### config.mk
export PLATFORM = sky130hd
export DESIGN_NAME = cpu_intf_ack
export DESIGN_NICKNAME = d
export VERILOG_FILES = /design/src/rtl/cpuif_pkg.sv /design/src/rtl/cpuif_gate.sv /design/src/rtl/cpuif_active.sv /design/src/rtl/cpu_intf_ack.sv
export SDC_FILE = /design/constraint.sdc
export NUM_CORES = 1
export LEC_CHECK = 0
export ABC_CLOCK_PERIOD_IN_PS = 3750
export BUFFER_PORTS_ARGS = -buffer_cell sky130_fd_sc_hd__buf_4
export CELL_PAD_IN_SITES_DETAIL_PLACEMENT = 1
export CELL_PAD_IN_SITES_GLOBAL_PLACEMENT = 2
export CORE_UTILIZATION = 37
export CTS_CLUSTER_DIAMETER = 80
export DETAILED_ROUTE_END_ITERATION = 10
export GPL_ROUTABILITY_DRIVEN = 0
export PLACE_DENSITY = 0.87
export RECOVER_POWER = 100
export SLEW_MARGIN = 20
export SYNTH_ARGS = -nofsm -noshare
export SYNTH_HDL_FRONTEND = slang
export SYNTH_SLANG_ARGS = --single-unit
### constraint.sdc
create_clock -name clk -period 3.75 [get_ports clk]
set_input_delay 0.75 -clock clk [delete_from_list [all_inputs] [get_ports clk]]
set_output_delay 0.75 -clock clk [all_outputs]
set_load 0.05 [all_outputs]
### src/rtl/cpuif_pkg.sv
package cpuif_pkg;
  typedef enum logic [1:0] {
    RA_CTRL  = 2'd0,
    RA_PMASK = 2'd1,
    RA_ACK   = 2'd2,
    RA_EOI   = 2'd3
  } reg_addr_e;
endpackage

### src/rtl/cpuif_gate.sv
module cpuif_gate #(
  parameter int ID_W    = 10,
  parameter int SRC_W   = 3,
  parameter int PRIO_W  = 8,
  parameter int SGI_NUM = 16
) (
  input  logic              fwd_valid,
  input  logic [ID_W-1:0]   fwd_id,
  input  logic [SRC_W-1:0]  fwd_src,
  input  logic [PRIO_W-1:0] fwd_prio,
  input  logic [PRIO_W-1:0] pmask,
  input  logic [PRIO_W-1:0] run_prio,
  input  logic              full,
  output logic              cand_ok,
  output logic [SRC_W-1:0]  cand_src
);
  localparam logic [ID_W-1:0] SGI_LIM = ID_W'(SGI_NUM);

  always_comb begin
    cand_ok  = fwd_valid && (fwd_prio < pmask) && (fwd_prio < run_prio) && !full;
    cand_src = (fwd_id < SGI_LIM) ? fwd_src : '0;
  end
endmodule

### src/rtl/cpuif_active.sv
module cpuif_active #(
  parameter int ID_W   = 10,
  parameter int SRC_W  = 3,
  parameter int PRIO_W = 8,
  parameter int DEPTH  = 4
) (
  input  logic              clk,
  input  logic              rst_n,
  input  logic              push,
  input  logic [ID_W-1:0]   push_id,
  input  logic [SRC_W-1:0]  push_src,
  input  logic [PRIO_W-1:0] push_prio,
  input  logic              eoi_try,
  input  logic [ID_W-1:0]   eoi_id,
  input  logic [SRC_W-1:0]  eoi_src,
  output logic              eoi_hit,
  output logic              full,
  output logic [PRIO_W-1:0] run_prio
);
  localparam int CNT_W = $clog2(DEPTH + 1);
  localparam int IDX_W = (DEPTH > 1) ? $clog2(DEPTH) : 1;

  logic [ID_W-1:0]   id_q   [DEPTH];
  logic [SRC_W-1:0]  src_q  [DEPTH];
  logic [PRIO_W-1:0] prio_q [DEPTH];
  logic [ID_W-1:0]   id_d   [DEPTH];
  logic [SRC_W-1:0]  src_d  [DEPTH];
  logic [PRIO_W-1:0] prio_d [DEPTH];
  logic [CNT_W-1:0]  cnt_q, cnt_d;
  logic [DEPTH-1:0]  hit_vec;
  logic [IDX_W-1:0]  hit_idx;

  genvar g;
  generate
    for (g = 0; g < DEPTH; g++) begin : g_match
      assign hit_vec[g] = (CNT_W'(g) < cnt_q) && (id_q[g] == eoi_id) && (src_q[g] == eoi_src);
    end
  endgenerate

  always_comb begin
    hit_idx  = '0;
    run_prio = '1;
    for (int i = 0; i < DEPTH; i++) begin
      if (hit_vec[i]) hit_idx = IDX_W'(i);
      if (CNT_W'(i + 1) == cnt_q) run_prio = prio_q[i];
    end
    full    = (cnt_q == CNT_W'(DEPTH));
    eoi_hit = eoi_try && (|hit_vec);
  end

  always_comb begin
    cnt_d = cnt_q;
    for (int i = 0; i < DEPTH; i++) begin
      id_d[i]   = id_q[i];
      src_d[i]  = src_q[i];
      prio_d[i] = prio_q[i];
    end
    if (eoi_hit) begin
      cnt_d = cnt_q - 1'b1;
      for (int i = 0; i < DEPTH - 1; i++) begin
        if (IDX_W'(i) >= hit_idx) begin
          id_d[i]   = id_q[i+1];
          src_d[i]  = src_q[i+1];
          prio_d[i] = prio_q[i+1];
        end
      end
    end else if (push && !full) begin
      cnt_d = cnt_q + 1'b1;
      for (int i = 0; i < DEPTH; i++) begin
        if (CNT_W'(i) == cnt_q) begin
          id_d[i]   = push_id;
          src_d[i]  = push_src;
          prio_d[i] = push_prio;
        end
      end
    end
  end

  always_ff @(posedge clk or negedge rst_n) begin
    if (!rst_n) begin
      cnt_q <= '0;
      for (int i = 0; i < DEPTH; i++) begin
        id_q[i]   <= '0;
        src_q[i]  <= '0;
        prio_q[i] <= '0;
      end
    end else begin
      cnt_q <= cnt_d;
      for (int i = 0; i < DEPTH; i++) begin
        id_q[i]   <= id_d[i];
        src_q[i]  <= src_d[i];
        prio_q[i] <= prio_d[i];
      end
    end
  end

  AST_DEPTH_BOUND: assert property (@(posedge clk) disable iff (!rst_n)
    cnt_q <= CNT_W'(DEPTH));
  AST_FULL_NO_PUSH: assert property (@(posedge clk) disable iff (!rst_n)
    (full && !eoi_hit) |=> (cnt_q == CNT_W'(DEPTH)));
endmodule

### src/rtl/cpu_intf_ack.sv
module cpu_intf_ack #(
  parameter int ID_W    = 10,
  parameter int SRC_W   = 3,
  parameter int PRIO_W  = 8,
  parameter int DEPTH   = 4,
  parameter int DATA_W  = 32,
  parameter int SGI_NUM = 16,
  parameter int MAX_ID  = 510
) (
  input  logic              clk,
  input  logic              rst_n,
  input  logic              reg_rd,
  input  logic              reg_wr,
  input  logic [1:0]        reg_addr,
  input  logic [DATA_W-1:0] reg_wdata,
  output logic [DATA_W-1:0] reg_rdata,
  input  logic              fwd_valid,
  input  logic [ID_W-1:0]   fwd_id,
  input  logic [SRC_W-1:0]  fwd_src,
  input  logic [PRIO_W-1:0] fwd_prio,
  output logic              ack_req,
  output logic [ID_W-1:0]   ack_id,
  output logic [SRC_W-1:0]  ack_src,
  output logic              eoi_req,
  output logic [ID_W-1:0]   eoi_id,
  output logic [SRC_W-1:0]  eoi_src,
  output logic              irq_out
);
  import cpuif_pkg::*;

  localparam int ACKV_W = ID_W + SRC_W;
  localparam logic [ID_W-1:0] SPURIOUS = '1;

  logic              en_q, en_d;
  logic [PRIO_W-1:0] pmask_q, pmask_d;
  logic [DATA_W-1:0] rdata_q, rdata_d;
  logic              ackv_q, ackv_d;
  logic [ID_W-1:0]   ackid_q, ackid_d;
  logic [SRC_W-1:0]  acksrc_q, acksrc_d;
  logic              eoiv_q, eoiv_d;
  logic [ID_W-1:0]   eoiid_q, eoiid_d;
  logic [SRC_W-1:0]  eoisrc_q, eoisrc_d;
  logic              irq_q, irq_d;

  logic              cand_ok, full, eoi_hit, take;
  logic [SRC_W-1:0]  cand_src;
  logic [PRIO_W-1:0] run_prio;
  logic              rd_ack, wr_eoi;
  logic [ACKV_W-1:0] ack_val;
  logic [ID_W-1:0]   wr_id;
  logic [SRC_W-1:0]  wr_src;

  assign rd_ack = reg_rd && (reg_addr == RA_ACK);
  assign wr_eoi = reg_wr && (reg_addr == RA_EOI);
  assign wr_id  = reg_wdata[ID_W-1:0];
  assign wr_src = reg_wdata[ACKV_W-1:ID_W];

  cpuif_gate #(.ID_W(ID_W), .SRC_W(SRC_W), .PRIO_W(PRIO_W), .SGI_NUM(SGI_NUM)) i_gate (
    .fwd_valid (fwd_valid),
    .fwd_id    (fwd_id),
    .fwd_src   (fwd_src),
    .fwd_prio  (fwd_prio),
    .pmask     (pmask_q),
    .run_prio  (run_prio),
    .full      (full),
    .cand_ok   (cand_ok),
    .cand_src  (cand_src)
  );

  assign take = rd_ack && en_q && cand_ok && !eoi_hit;

  cpuif_active #(.ID_W(ID_W), .SRC_W(SRC_W), .PRIO_W(PRIO_W), .DEPTH(DEPTH)) i_active (
    .clk       (clk),
    .rst_n     (rst_n),
    .push      (take),
    .push_id   (fwd_id),
    .push_src  (cand_src),
    .push_prio (fwd_prio),
    .eoi_try   (wr_eoi),
    .eoi_id    (wr_id),
    .eoi_src   (wr_src),
    .eoi_hit   (eoi_hit),
    .full      (full),
    .run_prio  (run_prio)
  );

  always_comb begin
    ack_val  = take ? {cand_src, fwd_id} : {{SRC_W{1'b0}}, SPURIOUS};
    en_d     = en_q;
    pmask_d  = pmask_q;
    if (reg_wr && (reg_addr == RA_CTRL))  en_d    = reg_wdata[0];
    if (reg_wr && (reg_addr == RA_PMASK)) pmask_d = reg_wdata[PRIO_W-1:0];
    rdata_d = rdata_q;
    if (reg_rd) begin
      case (reg_addr)
        RA_CTRL:  rdata_d = DATA_W'(en_q);
        RA_PMASK: rdata_d = DATA_W'(pmask_q);
        RA_ACK:   rdata_d = DATA_W'(ack_val);
        default:  rdata_d = '0;
      endcase
    end
    ackv_d   = take;
    ackid_d  = take ? fwd_id : ackid_q;
    acksrc_d = take ? cand_src : acksrc_q;
    eoiv_d   = eoi_hit;
    eoiid_d  = eoi_hit ? wr_id : eoiid_q;
    eoisrc_d = eoi_hit ? wr_src : eoisrc_q;
    irq_d    = en_q && cand_ok;
  end

  always_ff @(posedge clk or negedge rst_n) begin
    if (!rst_n) begin
      en_q     <= 1'b0;
      pmask_q  <= '0;
      rdata_q  <= '0;
      ackv_q   <= 1'b0;
      ackid_q  <= '0;
      acksrc_q <= '0;
      eoiv_q   <= 1'b0;
      eoiid_q  <= '0;
      eoisrc_q <= '0;
      irq_q    <= 1'b0;
    end else begin
      en_q     <= en_d;
      pmask_q  <= pmask_d;
      rdata_q  <= rdata_d;
      ackv_q   <= ackv_d;
      ackid_q  <= ackid_d;
      acksrc_q <= acksrc_d;
      eoiv_q   <= eoiv_d;
      eoiid_q  <= eoiid_d;
      eoisrc_q <= eoisrc_d;
      irq_q    <= irq_d;
    end
  end

  assign reg_rdata = rdata_q;
  assign ack_req   = ackv_q;
  assign ack_id    = ackid_q;
  assign ack_src   = acksrc_q;
  assign eoi_req   = eoiv_q;
  assign eoi_id    = eoiid_q;
  assign eoi_src   = eoisrc_q;
  assign irq_out   = irq_q;

  AST_FWD_ID_RANGE: assert property (@(posedge clk) disable iff (!rst_n)
    fwd_valid |-> (fwd_id <= ID_W'(MAX_ID)));
  AST_ACK_FROM_READ: assert property (@(posedge clk) disable iff (!rst_n)
    ack_req |-> $past(reg_rd && (reg_addr == RA_ACK)));
  AST_ACK_MATCHES_DATA: assert property (@(posedge clk) disable iff (!rst_n)
    ack_req |-> (reg_rdata[ACKV_W-1:0] == {ack_src, ack_id}));
  AST_ACK_NOT_SPURIOUS: assert property (@(posedge clk) disable iff (!rst_n)
    ack_req |-> (ack_id != SPURIOUS));
  AST_EOI_FROM_WRITE: assert property (@(posedge clk) disable iff (!rst_n)
    eoi_req |-> $past(reg_wr && (reg_addr == RA_EOI)));
  AST_IRQ_DISABLED: assert property (@(posedge clk) disable iff (!rst_n)
    (reg_wr && (reg_addr == RA_CTRL) && !reg_wdata[0]) |=> ##1 !irq_out);
endmodule

==> reports/qor.csv, run 1 <==
metric,value,unit
outcome,completed,
Crit path required time,4060,ps
maximum root-to-sink buffer count,2,
routed via count,5523,
Final nets,840,
initial antenna violation count,0,
vias per inst,5.29,
mapped cell area,7600,um^2
GR Overflow Total,0,
Fillers,2229,
First-pass DRT Iterations,4,
largest family of logic cells by synthesized area,multiplexers,
Overall Global Routing Usage,20.8,%
core area,20200,um^2
Pleak,4.19,nW
root buffer cell,clkbuf_16,
arrival time worst endpoint,3870,ps
Fin Hold WS,435,ps
Max-slew headroom,37.6,%
post-synthesis mux area share,16.4,%
Non-Filler Instances,1044,
Initial Utilization,37.7,%
I/O Buffers,82,
Tmin final,3560,ps
synthesis-to-finish area growth,16.1,%
GR Util met2,37.0,%
TritonCTS buffer count,17,
post-detail-place hpwl,15300,um
max cap viols,0,
DIE HEIGHT,145,um
multi-input logic area,3670,um^2
largest net degree at the start of global routing,113,
WL/cell,20.3,um
#FFs+latches synth,138,
share of layout cells above drive strength 1,23.9,%
Setup crit start kind,flip-flop,
predominant post-synthesis flop cell,dfrtp_1,
CTS H-tree lvls,4,
Sink Count,138,
met1 Track Usage GR,25.7,%
syn avg cell area,11.2,um^2
Synth async-reset ratio,100,%
crit-path max FO,13,
Ys Warns,0,
global-route wire length before repair,34100,um
fraction of the mapped netlist area in simple logic gates,7.95,%
sequential element share of the synthesized area,45.4,%
Netlist cell types,57,
fin crit share,95.0,%
Tightest Pin Transition,935,ps
Hold Fails Final Rpt,0,
CTS Hold Bufs,0,
pre-CTS setup slack,-63.3,ps
# DRC,0,
RSZ-0062 raised after global routing,no,
Compound-Gate Fraction of Synth Area,13.5,%
Syn Inst Count,678,
worst reg-to-reg path cell count,16,
global route hottest layer,met2,
clock-pin slew on the worst setup and hold paths,60,ps
Peak Freq,281,MHz
CTS tree,yes,
peak supply drop,0.334,mV
met3 Use GR,3.45,%
DRT Wirelength,21200,um
Max Slew Vio Count,0,
vias in the first global route,6075,
die area,21100,um^2
Inst Count DP,1008,
Post-Synth XOR/XNOR Area,6.22,%
total power,4.66,mW
DRT antenna net count,0,
worst setup path category,reg2reg,
Core Rows,52,
TNS Setup,0,ps
Setup crit end kind,flip-flop,
Worst-Skew Late Latency,420,ps
Power Density,528,nW/um^2
First DRT Iteration DRCs,242,
diode count,0,
register area,3450,um^2
die width,145,um
Worst Hold Class,in2async,
io pins,121,
Final Skew,9.87,ps
Adder-Cell Fraction of Synth Area,3.13,%
worst setup margin,186,ps
number of synthesized flops with an enable pin,0,
# setup viols final,0,
## sequential cells by signal, summed over array words and instances (netlist names)
signal	flops
ack_req	1
eoi_src	3
irq_out	1
reg_rdata	13
pmask_q	8
eoi_req	1
i_active.src_q	12
ack_src	3
i_active.prio_q	32
ack_id	10
eoi_id	10
i_active.id_q	40
en_q	1
i_active.cnt_q	3
## metal layers
metal  vias up  part of all wire [%]  wire length, um
li1       2534                     -                -
met1      2859                    44             9240
met2        98                    52            11100
met3        32                   2.3              494
met4         0                   1.8              379
met5         -                     0                0
## kinds of logic (layout without fill, tap and decap cells)
| group | count (synthesis) | count (layout) |
|---|---|---|
| fa+ha+maj | 19 | 19 |
| simple gates | 123 | 123 |
| mux | 107 | 107 |
| compound gates | 136 | 136 |
| buf+inv | 100 | 178 |
| other cells | 1 | 19 |
| xor+xnor | 54 | 54 |
| flops | 138 | 138 |
## repair_timing
action | CTS | global route
gates cloned | 0 | 0
pin swaps | 0 | 0
gates resized for setup | 3 | 6
hold endpoints to repair | 0 | 0
setup buffers | 1 | 3
endpoints found under the setup margin | 27 | 78
## power breakdown
part           switching (mW)  internal (mW)  total, mW
sequential              0.133           1.64       1.78
clock                   0.687          0.874       1.56
combinational           0.855          0.469       1.32
## placed cells by master (no fill, tap or decap), types with 3 or more instances in the layout
cell and instances:
inv_1 30, xor2_1 35, mux2_4 17, a211oi_1 3, nand2_1 49, dfrtp_1 137, a31oi_1 8, inv_2 4
nand3_1 4, xnor2_1 19, o22ai_1 15, o21ai_0 10, a21o_1 3, nor2_1 25, clkbuf_16 17, buf_6 6
a22o_1 50, clkinvlp_4 3, clkbuf_4 3, nand4_1 9, ha_1 17, mux2i_1 17, nor2b_1 3, clkinv_4 4
a22oi_1 6, a21oi_1 30, buf_4 52, conb_1 19, clkbuf_1 52, nor4_1 9, mux2_2 56, nor3_1 9
mux2_1 17
## cell type report
cell class | instances | area share, %
multi-input cells | 458 | 41.6
flip-flops and latches | 138 | 39.1
repair buffers | 112 | 7.91
clock buffers | 21 | 5.10
well taps | 270 | 3.83
inverters | 34 | 1.45
clock inverters | 11 | 1.03
## per-stage QoR
stage               utilization, %  cell area, um^2
floorplan                        -             7670
CTS                           44.8             9030
detailed placement            42.0             8470
finish                        43.8             8830
global placement              42.0             8470
global route                  43.8             8830
## worst max-delay path, stage by stage, from the launching register on
cell,delay (ps)
dfrtp_1,390
buf_4,170
ha_2,260
nand2b_4,110
o22ai_1,70
a21oi_1,180
o22ai_1,110
ha_1,350
nand2_1,80
a211oi_2,270
a2111oi_4,130
o211ai_4,220
nor3_2,90
clkbuf_4,170
a22oi_2,260
buf_6,210
mux2_2,350
## final timing paths
path	end	slack, ps	start
min in group clk	ack_id[9]$_DFFE_PN0N_	470	ack_id[9]$_DFFE_PN0N_
max reg2reg	i_active.id_q[33]$_DFFE_PN0P_	190	i_active.cnt_q[0]$_DFFE_PN0P_
min reg2reg	ack_id[9]$_DFFE_PN0N_	470	ack_id[9]$_DFFE_PN0N_
max	i_active.id_q[33]$_DFFE_PN0P_	190	i_active.cnt_q[0]$_DFFE_PN0P_
max in group asynchronous	eoi_id[0]$_DFFE_PN0P_	1890	rst_n
min	i_active.prio_q[25]$_DFFE_PN0P_	440	rst_n
## cell usage after synthesis, types with 17 or more instances
| master | count | area (um^2) |
|---|---|---|
| nand2_1 | 49 | 184 |
| mux2_4 | 17 | 255 |
| nor2_1 | 25 | 93.8 |
| buf_4 | 23 | 173 |
| mux2i_1 | 17 | 170 |
| ha_1 | 19 | 238 |
| mux2_1 | 17 | 191 |
| xnor2_1 | 19 | 166 |
| xor2_1 | 35 | 307 |
| buf_2 | 24 | 120 |
| dfrtp_1 | 138 | 3450 |
| mux2_2 | 56 | 631 |
| a22o_1 | 50 | 438 |
| inv_1 | 31 | 116 |
| a21oi_1 | 29 | 145 |
Power figures use the tool's default switching activity.
==> run 2: changes to the inputs <==
==> constraint.sdc (replaced) <==
create_clock -name clk -period 3.75 [get_ports clk]
set_input_delay 0.5625 -clock clk [delete_from_list [all_inputs] [get_ports clk]]
set_output_delay 0.5625 -clock clk [all_outputs]
set_load 0.05 [all_outputs]
==> run 2 against run 1 <==
Against the previous run: the flow now finishes with violations (max-capacitance violations, max-slew violations); power grew 3.4%; maximum frequency shrank 0.30%; utilization grew 0.51 points; count of clock-buffer cells in the layout shrank 1; routed wire length is essentially flat; sequential cell count is the same; worst setup slack lost 11 ps; clock skew grew 3.0 ps; register-to-register slack is essentially flat; global-route usage grew 0.26 points; combinational power is essentially flat; critical path type unchanged.
==> reports/qor.csv, run 2 (synthesis results as in run 1) <==
metric,value,unit
Core Rows,52,
worst setup path category,reg2reg,
DIE HEIGHT,145,um
DRT Wirelength,21200,um
Setup crit end kind,flip-flop,
most frequent cells in the layout,"137 x dfrtp_1, 61 x buf_4, 56 x mux2_2",
WL/cell,20.3,um
CTS Hold Bufs,0,
Max-slew headroom,-62.6,%
core area,20200,um^2
TritonCTS buffer count,17,
Tmin final,3570,ps
vias per inst,5.35,
I/O Buffers,82,
Final Cell Area,8930,um^2
most flop-heavy register,i_active.id_q,
worst reg-to-reg path cell count,17,
slowest CP cell,dfrtp_1,
"Cell Area, Placed",8480,um^2
clock-pin slew on the worst setup and hold paths,60,ps
failing checks,"max-capacitance violations, max-slew violations",
final core area utilization,44.3,%
Peak Freq,280,MHz
Fin Hold WS,404,ps
share of power burned in registers,36.6,%
die area,21100,um^2
Worst Hold Class,in2reg,
# DRC,0,
io pins,121,
post-detail-place hpwl,15300,um
Final Skew,12.8,ps
part of the power in combinational logic,28.0,%
worst setup margin,175,ps
# setup viols final,0,
First DRT Iteration DRCs,249,
crit-path max FO,24,
Crit path required time,4070,ps
Power Density,540,nW/um^2
max FFs per register,40,
max cap viols,1,
Setup crit start kind,flip-flop,
CTS tree,yes,
CTS H-tree lvls,4,
maximum root-to-sink buffer count,2,
First-pass DRT Iterations,4,
Hold Fails Final Rpt,0,
outcome,"finished, violations left",
global-route wire length before repair,34500,um
Sink Count,138,
Int Pwr,3.14,mW
Initial Utilization,37.7,%
GR Overflow Total,0,
TNS Setup,0,ps
root buffer cell,clkbuf_16,
Worst-Skew Late Latency,430,ps
critical-path cell list,buf_4 > ha_2 > nand2b_2 > o22ai_1 > a21oi_1 > o22ai_1 > ha_1 > nand2_1 > a211oi_2 > a2111oi_4 > o211ai_4 > inv_2 > nand3_2 > inv_2 > buf_4 > a22o_1 > mux2_2,
clock power share,35.4,%
routed via count,5581,
Max Slew Vio Count,95,
sw frac,34.9,%
Overall Global Routing Usage,21.1,%
switching power,1.68,mW
die width,145,um
arrival time worst endpoint,3890,ps
"commonest non-fill, non-tap cell in the layout",dfrtp_1,
Final nets,839,
initial antenna violation count,0,
share of layout cells above drive strength 1,25.2,%
pre-CTS setup slack,-14.4,ps
vias in the first global route,6076,
peak supply drop,0.328,mV
largest net degree at the start of global routing,95,
synthesis-to-finish area growth,17.5,%
fin crit share,95.3,%
cell depth of the worst hold path,3,
CP max stage delay,390,ps
diode count,0,
DRT antenna net count,0,
Pleak,4.24,nW
Tightest Pin Transition,2440,ps
## run 2: changes by cell type in the layout (fill, tap and decap cells not counted), moves of 3 or more
cell / delta
buf_12: +4
clkbuf_1: -8
clkbuf_4: -3
clkinv_4: -3
buf_4: +9
buf_6: -6
## run 2: power by group through the flow
stage          Sequential [mW]  Clock (mW)  Combinational [mW]
3_3_place_gp              1.78           0                1.30
2_1_floorplan             1.92           0               0.781
6_report                  1.77        1.71                1.35
3_5_place_dp              1.79           0                1.36
5_1_grt                   1.79        1.81                1.46
4_1_cts                   1.77        1.76                1.37
## run 2: path summary, 6_finish.rpt
path                                               startpoint                              end  slack [ps]
min in group asynchronous                               rst_n  i_active.prio_q[27]$_DFFE_PN0P_         860
max in group asynchronous                               rst_n           ack_src[1]$_DFFE_PN0N_         680
worst max register to register  i_active.cnt_q[0]$_DFFE_PN0P_    i_active.id_q[38]$_DFFE_PN0P_         180
worst min register to register          ack_id[9]$_DFFE_PN0N_            ack_id[9]$_DFFE_PN0N_         470
worst min-delay path                                fwd_id[3]            ack_id[3]$_DFFE_PN0N_         400
worst max-delay path            i_active.cnt_q[0]$_DFFE_PN0P_    i_active.id_q[38]$_DFFE_PN0P_         180
## run 2: final cells by class
class,instances,area (um^2)
clock inverters,12,136
multi-input cells,458,3690
fillers,2236,11200
inverters,34,128
well taps,270,338
repair buffers,111,729
flip-flops and latches,138,3450
clock buffers,20,457
## run 2: layer usage
metal	GRT usage (%)	wire length [um]	up-vias
li1	-	-	2536
met1	26.5	8960	2893
met2	36.2	11100	118
met3	3.35	617	34
met4	8.68	471	0
met5	0	0	-
## run 2: worst max-delay path: cells and delay by family (launching register included)
family	cells	cell delay (ps)
mux	1	260
compound gates	7	1350
flops	1	390
buf+inv	4	550
fa+ha+maj	2	560
simple gates	3	350
## run 2: metrics by stage
step / total power, mW / instances
3_5_place_dp: 3.15 / 1009
5_1_grt: 5.06 / 1043
3_3_place_gp: 3.08 / 1009
4_1_cts: 4.90 / 1041
2_1_floorplan: 2.70 / 696
6_report: 4.82 / 1043
## run 2: repair_timing
| action | CTS | global route |
|---|---|---|
| cloned | 0 | 0 |
| buffers inserted | 0 | 2 |
| gates resized for setup | 1 | 8 |
| pin swaps | 0 | 2 |
| setup endpoints to repair | 45 | 90 |
==> run 3: changes to the inputs <==
SETUP_SLACK_MARGIN = 0.4   (was default)
SKIP_LAST_GASP = 1   (was default)
==> run 3 against run 2 <==
Against the previous run: the run still ends with max-capacitance violations, max-slew violations left; register-to-register slack better by 70 ps; worst hold slack better by 3.9 ps; clock power is 7% higher; combinational power is 16% higher; routed wire length is 6.0% higher; critical endpoint is now i_active.prio_q[24]$_DFFE_PN0P_; first-iteration DRC count is 6.4% higher; largest power group is now the clock network; clock skew is 2.5 ps lower; worst setup slack better by 65 ps; sequential power hardly changed; count of clock-buffer cells in the layout stayed put.
==> reports/qor.csv, run 3 (synthesis results as in run 1) <==
metric,value,unit
fin crit share,93.6,%
Tightest Pin Transition,2260,ps
Pleak,4.43,nW
outcome,"finished, violations left",
Overall Global Routing Usage,21.6,%
DRT Wirelength,22500,um
clock-pin slew on the worst setup and hold paths,70,ps
Core Rows,52,
Hold Fails Final Rpt,0,
Final Skew,10.4,ps
Register-to-Register Setup Slack,240,ps
initial antenna violation count,0,
worst setup path category,reg2reg,
Power Density,549,nW/um^2
root buffer cell,clkbuf_16,
largest net degree at the start of global routing,90,
TNS Setup,0,ps
vias per inst,5.34,
die width,145,um
vias in the first global route,6241,
First-pass DRT Iterations,4,
io pins,121,
Worst-Skew Late Latency,420,ps
Initial Utilization,37.7,%
max cap viols,1,
Worst Hold Class,in2reg,
failing checks,"max-capacitance violations, max-slew violations",
worst reg-to-reg path cell count,18,
DIE HEIGHT,145,um
GR Overflow Total,0,
CP startpoint,i_active.cnt_q[0]$_DFFE_PN0P_,
"Cell Area, Placed",8500,um^2
most frequent cells in the layout,"137 x dfrtp_1, 69 x buf_4, 56 x mux2_2",
synthesis-to-finish area growth,23.8,%
I/O Buffers,82,
routed via count,5692,
cell depth of the worst hold path,3,
CTS tree,yes,
post-detail-place hpwl,15100,um
First DRT Iteration DRCs,265,
most flop-heavy register,i_active.id_q,
Final Cell Area,9410,um^2
RSZ-0062 raised after global routing,yes,
# setup viols final,0,
Hold EP,ack_id[1]$_DFFE_PN0N_,
Setup crit end kind,flip-flop,
peak supply drop,0.319,mV
Reg-to-Reg End,i_active.prio_q[24]$_DFFE_PN0P_,
Sink Count,138,
Tmin final,3510,ps
crit-path max FO,7,
Setup crit start kind,flip-flop,
Peak Freq,285,MHz
Crit path required time,4050,ps
global-route wire length before repair,35200,um
share of layout cells above drive strength 1,29.1,%
die area,21100,um^2
Fin Hold WS,408,ps
Max-slew headroom,-50.7,%
maximum root-to-sink buffer count,2,
arrival time worst endpoint,3810,ps
max FFs per register,40,
# DRC,0,
hold_sp,fwd_id[1],
Reg2Reg Launch Point,i_active.cnt_q[0]$_DFFE_PN0P_,
Max Slew Vio Count,89,
diode count,0,
WL/cell,21.1,um
Final nets,862,
TritonCTS buffer count,17,
Fillers,2185,
"commonest non-fill, non-tap cell in the layout",dfrtp_1,
DRT antenna net count,0,
core area,20200,um^2
CTS H-tree lvls,4,
## run 3: changes by cell type in the layout (fill, tap and decap cells not counted), sizes merged
cell	previous run	this run
clkinv	4	2
buf	66	86
bufinv	2	4
clkbuf	65	68
## run 3: through the flow
| step | power, mW | worst slack [ps] | std cells | util (%) |
|---|---|---|---|---|
| 3_3_place_gp | 3.08 | 137 | 1011 | 42.1 |
| 5_1_grt | 5.40 | 108 | 1066 | 46.7 |
| 2_1_floorplan | 2.70 | 426 | 696 | - |
| 4_1_cts | 5.09 | 342 | 1052 | 46.4 |
| 3_5_place_dp | 3.14 | 35.5 | 1011 | 42.1 |
| 6_report | 5.16 | 241 | 1066 | 46.7 |
## run 3: critical path, cell delays in order (launching register included)
cell      delay, ps
dfrtp_2         430
clkbuf_1        190
ha_4            240
buf_4           160
a21oi_1         120
a21oi_1          70
a21oi_2         210
o22ai_2         110
ha_4            290
nand2_1          60
nor3_2          110
inv_1            90
o211ai_4        250
nor3_4           80
buf_6           140
a22oi_2         220
buf_4           170
buf_8           120
mux2_2          330
## run 3: cell type report
type	instances	area, um^2	area share (%)
Tap cell	270	338	3.59
Sequential cell	138	3450	36.7
Multi-Input combinational cell	458	3820	40.6
Inverter	34	138	1.46
Timing Repair Buffer	134	1030	10.9
Clock inverter	12	186	1.98
Clock buffer	20	447	4.75
## run 3: what timing repair did
item	CTS	global route
pin swaps	17	11
resized for setup	32	19
setup buffers	8	12
hold buffers	0	0
gates cloned	1	2
endpoints found under the setup margin	98	90
## run 3: metal layers
| metal | part of all wire [%] | wire (um) | vias up | global-route usage [%] |
|---|---|---|---|---|
| met2 | 52 | 11700 | 119 | 38.2 |
| met5 | 0 | 0 | - | 0 |
| met1 | 43 | 9550 | 2966 | 26.8 |
| met3 | 3.5 | 786 | 30 | 4.11 |
| li1 | - | - | 2577 | - |
| met4 | 1.8 | 408 | 0 | 5.95 |
## run 3: worst max path at each step
stage	end	slack [ps]	cells past startpoint
3_5_place_dp	i_active.id_q[34]$_DFFE_PN0P_	40	17
5_1_grt	i_active.src_q[3]$_DFFE_PN0P_	110	18
3_3_place_gp	i_active.id_q[38]$_DFFE_PN0P_	140	17
2_1_floorplan	i_active.id_q[9]$_DFFE_PN0P_	430	18
4_1_cts	i_active.prio_q[24]$_DFFE_PN0P_	340	17
6_report	i_active.prio_q[24]$_DFFE_PN0P_	240	18
## run 3: power by group
part	switching (mW)	leakage [nW]	total [mW]	internal, mW
clock	0.689	0.304	1.83	1.14
combinational	0.984	2.32	1.57	0.581
sequential	0.122	1.80	1.77	1.64
